File: src/rtl/irq_pkg.sv
package irq_pkg;
  localparam int REG_W     = 8;
  localparam int NUM_DED   = 3;
  localparam int NUM_SRC   = NUM_DED + 1;
  localparam int BIT_PSUM  = 7;
  localparam int BIT_FLAG0 = 4;
  localparam int BIT_PE    = 3;
  localparam int SRC_PER   = 3;
endpackage

File: src/rtl/irq_rst_sync.sv
module irq_rst_sync #(
  parameter int STAGES = 2
) (
  input  logic clk,
  input  logic rst_n,
  output logic rst_n_sync
);
  logic [STAGES-1:0] chain_q;
  logic [STAGES-1:0] chain_d;

  always_comb chain_d = {chain_q[STAGES-2:0], 1'b1};

  always_ff @(posedge clk or negedge rst_n) begin
    if (!rst_n) chain_q <= '0;
    else        chain_q <= chain_d;
  end

  assign rst_n_sync = chain_q[STAGES-1];
endmodule

File: src/rtl/irq_flag_cell.sv
module irq_flag_cell (
  input  logic clk,
  input  logic rst_n,
  input  logic set_evt,
  input  logic hw_clr,
  input  logic sw_wr,
  input  logic sw_val,
  output logic q
);
  logic q_d;
  logic q_en;

  always_comb begin
    q_en = set_evt | hw_clr | sw_wr;
    q_d  = q;
    if (set_evt)     q_d = 1'b1;
    else if (hw_clr) q_d = 1'b0;
    else if (sw_wr)  q_d = sw_val;
  end

  always_ff @(posedge clk or negedge rst_n) begin
    if (!rst_n)    q <= 1'b0;
    else if (q_en) q <= q_d;
  end

  assert_flag_set_R4: assert property (@(posedge clk) disable iff (!rst_n)
    set_evt |=> q);
  assert_set_wins_R9: assert property (@(posedge clk) disable iff (!rst_n)
    (set_evt && (hw_clr || sw_wr)) |=> q);
  assert_ack_clear_R7: assert property (@(posedge clk) disable iff (!rst_n)
    (hw_clr && !set_evt) |=> !q);
  assert_idle_hold_R2: assert property (@(posedge clk) disable iff (!rst_n)
    (!set_evt && !hw_clr && !sw_wr) |=> $stable(q));
endmodule

File: src/rtl/irq_periph_sum.sv
module irq_periph_sum #(
  parameter int NUM_PERIPH = 8
) (
  input  logic [NUM_PERIPH-1:0] pflag,
  input  logic [NUM_PERIPH-1:0] pen,
  output logic                  psum
);
  logic [NUM_PERIPH-1:0] gated;

  always_comb begin
    gated = pflag & pen;
    psum  = |gated;
  end
endmodule

File: src/rtl/irq_prio_vec.sv
module irq_prio_vec #(
  parameter int NUM_SRC  = 4,
  parameter int VEC_W    = 8,
  parameter int VEC_STEP = 8
) (
  input  logic               clk,
  input  logic               rst_n,
  input  logic [NUM_SRC-1:0] req,
  output logic [NUM_SRC-1:0] grant,
  output logic               any_req,
  output logic [VEC_W-1:0]   vec
);
  logic found;

  always_comb begin
    grant = '0;
    found = 1'b0;
    vec   = '0;
    for (int i = 0; i < NUM_SRC; i++) begin
      if (req[i] && !found) begin
        grant[i] = 1'b1;
        found    = 1'b1;
        vec      = VEC_W'((i + 1) * VEC_STEP);
      end
    end
    any_req = found;
  end

  assert_grant_onehot_R6: assert property (@(posedge clk) disable iff (!rst_n)
    $onehot0(grant));
  assert_idle_vec_R6: assert property (@(posedge clk) disable iff (!rst_n)
    (req == '0) |-> (vec == '0));
endmodule

File: src/rtl/irq_ctl_regs.sv
module irq_ctl_regs
  import irq_pkg::*;
(
  input  logic               clk,
  input  logic               rst_n,
  input  logic               wr_hit,
  input  logic [REG_W-1:0]   wdata,
  input  logic [NUM_DED-1:0] set_evt,
  input  logic [NUM_DED-1:0] clr_evt,
  input  logic               psum,
  output logic [NUM_DED-1:0] flags,
  output logic [NUM_SRC-1:0] ens,
  output logic [REG_W-1:0]   image
);
  logic [NUM_SRC-1:0] en_d;

  for (genvar g = 0; g < NUM_DED; g++) begin : g_flag
    irq_flag_cell u_cell (
      .clk     (clk),
      .rst_n   (rst_n),
      .set_evt (set_evt[g]),
      .hw_clr  (clr_evt[g]),
      .sw_wr   (wr_hit),
      .sw_val  (wdata[BIT_FLAG0 + g]),
      .q       (flags[g])
    );
  end

  always_comb en_d = wdata[NUM_SRC-1:0];

  always_ff @(posedge clk or negedge rst_n) begin
    if (!rst_n)      ens <= '0;
    else if (wr_hit) ens <= en_d;
  end

  always_comb image = {psum, flags, ens};

  assert_en_write_R2: assert property (@(posedge clk) disable iff (!rst_n)
    wr_hit |=> (ens == $past(wdata[NUM_SRC-1:0])));
endmodule

File: src/rtl/irq_vec_ctrl.sv
module irq_vec_ctrl
  import irq_pkg::*;
#(
  parameter int                ADDR_W     = 8,
  parameter logic [ADDR_W-1:0] REG_ADDR   = 8'h07,
  parameter int                NUM_PERIPH = 8,
  parameter int                VEC_W      = 8,
  parameter int                VEC_STEP   = 8
) (
  input  logic                  clk,
  input  logic                  rst_n,
  input  logic                  sel,
  input  logic                  wr,
  input  logic [ADDR_W-1:0]     addr,
  input  logic [7:0]            wdata,
  output logic [7:0]            rdata,
  input  logic                  int_evt,
  input  logic                  tmr_evt,
  input  logic                  tck_evt,
  input  logic [NUM_PERIPH-1:0] periph_flag,
  input  logic [NUM_PERIPH-1:0] periph_en,
  input  logic                  ack,
  output logic                  irq,
  output logic [VEC_W-1:0]      vec_addr
);
  logic               rst_n_s;
  logic               hit;
  logic               wr_hit;
  logic               psum;
  logic [NUM_DED-1:0] flags;
  logic [NUM_DED-1:0] set_evt;
  logic [NUM_DED-1:0] clr_evt;
  logic [NUM_SRC-1:0] ens;
  logic [NUM_SRC-1:0] req;
  logic [NUM_SRC-1:0] grant;
  logic [REG_W-1:0]   image;

  irq_rst_sync #(.STAGES(2)) u_rst (
    .clk        (clk),
    .rst_n      (rst_n),
    .rst_n_sync (rst_n_s)
  );

  irq_periph_sum #(.NUM_PERIPH(NUM_PERIPH)) u_psum (
    .pflag (periph_flag),
    .pen   (periph_en),
    .psum  (psum)
  );

  always_comb begin
    hit     = sel && (addr == REG_ADDR);
    wr_hit  = hit && wr;
    set_evt = {tck_evt, tmr_evt, int_evt};
    clr_evt = ack ? grant[NUM_DED-1:0] : '0;
    req     = {psum & ens[BIT_PE], flags & ens[NUM_DED-1:0]};
    rdata   = hit ? image : '0;
  end

  irq_ctl_regs u_regs (
    .clk     (clk),
    .rst_n   (rst_n_s),
    .wr_hit  (wr_hit),
    .wdata   (wdata),
    .set_evt (set_evt),
    .clr_evt (clr_evt),
    .psum    (psum),
    .flags   (flags),
    .ens     (ens),
    .image   (image)
  );

  irq_prio_vec #(.NUM_SRC(NUM_SRC), .VEC_W(VEC_W), .VEC_STEP(VEC_STEP)) u_prio (
    .clk     (clk),
    .rst_n   (rst_n_s),
    .req     (req),
    .grant   (grant),
    .any_req (irq),
    .vec     (vec_addr)
  );

  assert_irq_needs_en_R5: assert property (@(posedge clk) disable iff (!rst_n_s)
    irq |-> (ens != '0));
  assert_per_noclear_R8: assert property (@(posedge clk) disable iff (!rst_n_s)
    (ack && grant[SRC_PER]) |=> $stable(flags));
endmodule

File: config.mk
export PLATFORM = sky130hd
export DESIGN_NAME = irq_vec_ctrl
export DESIGN_NICKNAME = d
export VERILOG_FILES = /design/src/rtl/irq_pkg.sv /design/src/rtl/irq_rst_sync.sv /design/src/rtl/irq_flag_cell.sv /design/src/rtl/irq_periph_sum.sv /design/src/rtl/irq_prio_vec.sv /design/src/rtl/irq_ctl_regs.sv /design/src/rtl/irq_vec_ctrl.sv
export SDC_FILE = /design/constraint.sdc
export NUM_CORES = 1
export LEC_CHECK = 0
export BUFFER_PORTS_ARGS = -buffer_cell sky130_fd_sc_hd__buf_2
export CAP_MARGIN = 20
export CORE_MARGIN = 2
export CORE_UTILIZATION = 35
export CTS_CLUSTER_DIAMETER = 30
export DETAILED_ROUTE_END_ITERATION = 7
export PLACE_DENSITY = 0.78
export SYNTH_ARGS = -nofsm -noshare
export SYNTH_HDL_FRONTEND = slang
export SYNTH_SLANG_ARGS = --single-unit
File: constraint.sdc
create_clock -name clk -period 0.93 [get_ports clk]
set_input_delay 0.0465 -clock clk [delete_from_list [all_inputs] [get_ports clk]]
set_output_delay 0.0465 -clock clk [all_outputs]
set_load 0.005 [all_outputs]
==> results.yml <==
sta:
  fin_tns_setup_ns: -2.67
  maxSlewViolCount: 0
  clock_skew_ns: 0.00547
  finalWorstSetupSlack_ns: -0.340
  min_period_ns: 1.27
  grt_setup_unrepaired: "yes"
  worst_hold_slack_ns: 0.0155
  timing.final.crit_share_pct: 137
  final_hold_viol_count: 0
  clock.fmax_mhz: 788
  finalSetupViolations: 17
setup_path:
  worst_ep_arrival_time_ns: 1.42
  crit_type: "flop to flop"
  crit_family: "flip-flops"
  required_ns: 1.08
  worstSetupStartpoint: "u_regs.g_flag[1].u_cell.q"
  critPathMaxStageDelay_ns: 0.42
  cp-end-kind: "flop"
  rrSetupSlack_ns: -0.34
  reg2reg_from: "u_regs.g_flag[1].u_cell.q"
  path_max_fanout: 4
  worst-path-buf-inv: 2
  cp_cell_sequence: "nand2_2, and2_4, buf_4, buf_6, nand4_1, a21o_1"
  r2r-end: "u_regs.g_flag[2].u_cell.q"
  rr_worst_depth: 6
  crit_slowest_cell: "dfrtp_1"
  crit_path_start_kind: "flop"
die:
  placementRows: 14
  num_io_pins: 57
  dieArea_um2: 2030
  coreArea_um2: 1540
  fp.dieW_um: 45.1
  start_util_pct: 38.3
  fp.dieH_um: 45.1
power:
  pwr-share-clk_pct: 32.6
  leakagePower_uw: 0.000627
  total_power_uw: 926
  cellPowerDensity_nw_per_um2: 816
  seqPwrFrac_pct: 45.0
  p_switching_uw: 228
  power_frac_comb_pct: 22.4
  sw_frac_of_total_pct: 24.6
  p_int_uw: 698
  ir_drop_mv: 0.750
place:
  io_buffers: 50
  gp_congestion: 0.744
  dp_hpwl_um: 1440
  dp.cells: 133
detailed_routing:
  drc: 0
  final_antenna_net_count: 0
  totalWireLength_um: 2330
  first_pass_iters: 4
  vias_per_cell: 4.99
  num_vias: 744
  post_drt_wl_per_cell_um: 15.6
  first_iter_violations: 14
clock_tree:
  cts_root_buf: "clkbuf_4"
  clock_sinks: 9
  clockBufferDepth: 2
  cts_tree: "built"
  insertion_delay_ns: 0.26
  htreeDepth: 1
  cts.reportedPaths.clkPinSlew_ns: 0.06
  cts_buffers: 3
grt:
  grtUsageTotal_pct: 22.3
  grt_first_pass_wirelength_um: 3220
  grt-ovfl-total: 0
  antenna_found_initial: 0
  grt_max_degree: 8
  grt_pass1_vias: 700
cells_and_area:
  antennaDiodeCount: 0
  drive_above_1_share_pct: 67.7
  syn_to_final_growth_pct: 92.2
  fillers: 111
  final_util_pct: 73.6
  nNetsFinal: 174
  finalNonFillerCells: 149
logic_synthesis:
  synth_common_cells: "and2_1, dfrtp_1, nand2_1, buf_4"
  synth.lib_cells_used.distinct: 21
  synth_edf_count: 0
  netlist_instances: 60
  netlist_area_um2: 591
  ys_ff_latch: 9
  async_flop_share_pct: 100
  syn_area_per_cell_um2: 9.84
  synth_top_area_share_pct: 38.1
  synth-seq-area-share_pct: 38.1
  synthTopCellsByArea: "dfrtp_1, and2_1, mux2_2"
  yosys_warnings: 0
  synth_area_leader_cell: "dfrtp_1"
  ys.flop_type: "dfrtp_1"
hold_path:
  hold_class: "input pin to flop"
  min_path_cells: 2
  worstHoldStart: "wdata[2]"
  hold_end: "u_regs.ens[2]"
flow_run:
  cap_violations: 0
status:
  status: "finished, violations left"
  violations: "negative setup slack"
## cell families after synthesis
family	synth area share, %
AND/OR/NAND/NOR	28.8
AO/OA/AOI/OAI	11.9
flip-flops	38.1
multiplexers	12.7
buffers and inverters	7.20
other	1.27
## per-layer routing
layer | GRT usage [%] | vias to the layer above | wire length (um)
met4 | 12.9 | 0 | 108
met3 | 2.40 | 12 | 80
met2 | 36.9 | 32 | 1270
li1 | - | 351 | -
met1 | 28.0 | 349 | 868
met5 | 0 | - | 0
## how the worst max path moves through the flow
stage / to / slack [ns] / depth (start not counted)
finish: u_regs.g_flag[2].u_cell.q / -0.34 / 6
global route: u_regs.g_flag[2].u_cell.q / -0.37 / 6
CTS: vec_addr[5] / -0.26 / 5
detailed placement: u_regs.g_flag[2].u_cell.q / -0.26 / 5
global placement: u_regs.g_flag[2].u_cell.q / -0.21 / 5
floorplan: u_regs.g_flag[2].u_cell.q / -0.14 / 4
## cell type report
| class | instances | area [um2] | share of cell area, % |
|---|---|---|---|
| clock buffers | 4 | 26.3 | 2.32 |
| multi-input cells | 50 | 387 | 34.1 |
| well taps | 16 | 20.0 | 1.76 |
| flip-flops and latches | 9 | 225 | 19.8 |
| repair buffers | 70 | 477 | 42.0 |
## timing repair
item	4_1_cts	5_1_grt
gates cloned	1	0
gates resized for setup	11	17
pin swaps	8	10
hold buffers	4	0
setup endpoints to repair	14	17
setup buffers	4	5
hold endpoints to repair	5	0
## power by group through the flow
stage	Clock (uW)	Combinational, uW	Sequential [uW]
2_1_floorplan	0	64.3	419
3_3_place_gp	0	150	421
3_5_place_dp	0	156	422
4_1_cts	317	188	415
5_1_grt	338	228	418
6_report	302	207	416
## state kept, by name (all words and copies together) (netlist names)
name and flops:
u_regs.g_flag.u_cell.q 3, u_rst.chain_q 2, u_regs.ens 4
## through the flow
step | area (um2) | setup WS, ns
after floorplan | 612 | -0.135
after global placement | 901 | -0.215
after detailed placement | 901 | -0.259
after CTS | 1050 | -0.257
after global routing | 1130 | -0.368
final | 1130 | -0.340
## placed cells by master, fill, tap and decap left out, types with 3 or more instances in the layout
cell type	count
buf_6	13
buf_4	10
dlygate4sd3_1	4
and2_4	6
and2_1	3
clkbuf_4	3
nand4_1	3
buf_2	43
a22oi_1	4
dfrtp_1	9
mux2_2	4
conb_1	6
nand2_1	4
No activity file was read; power rests on OpenSTA's default activity.
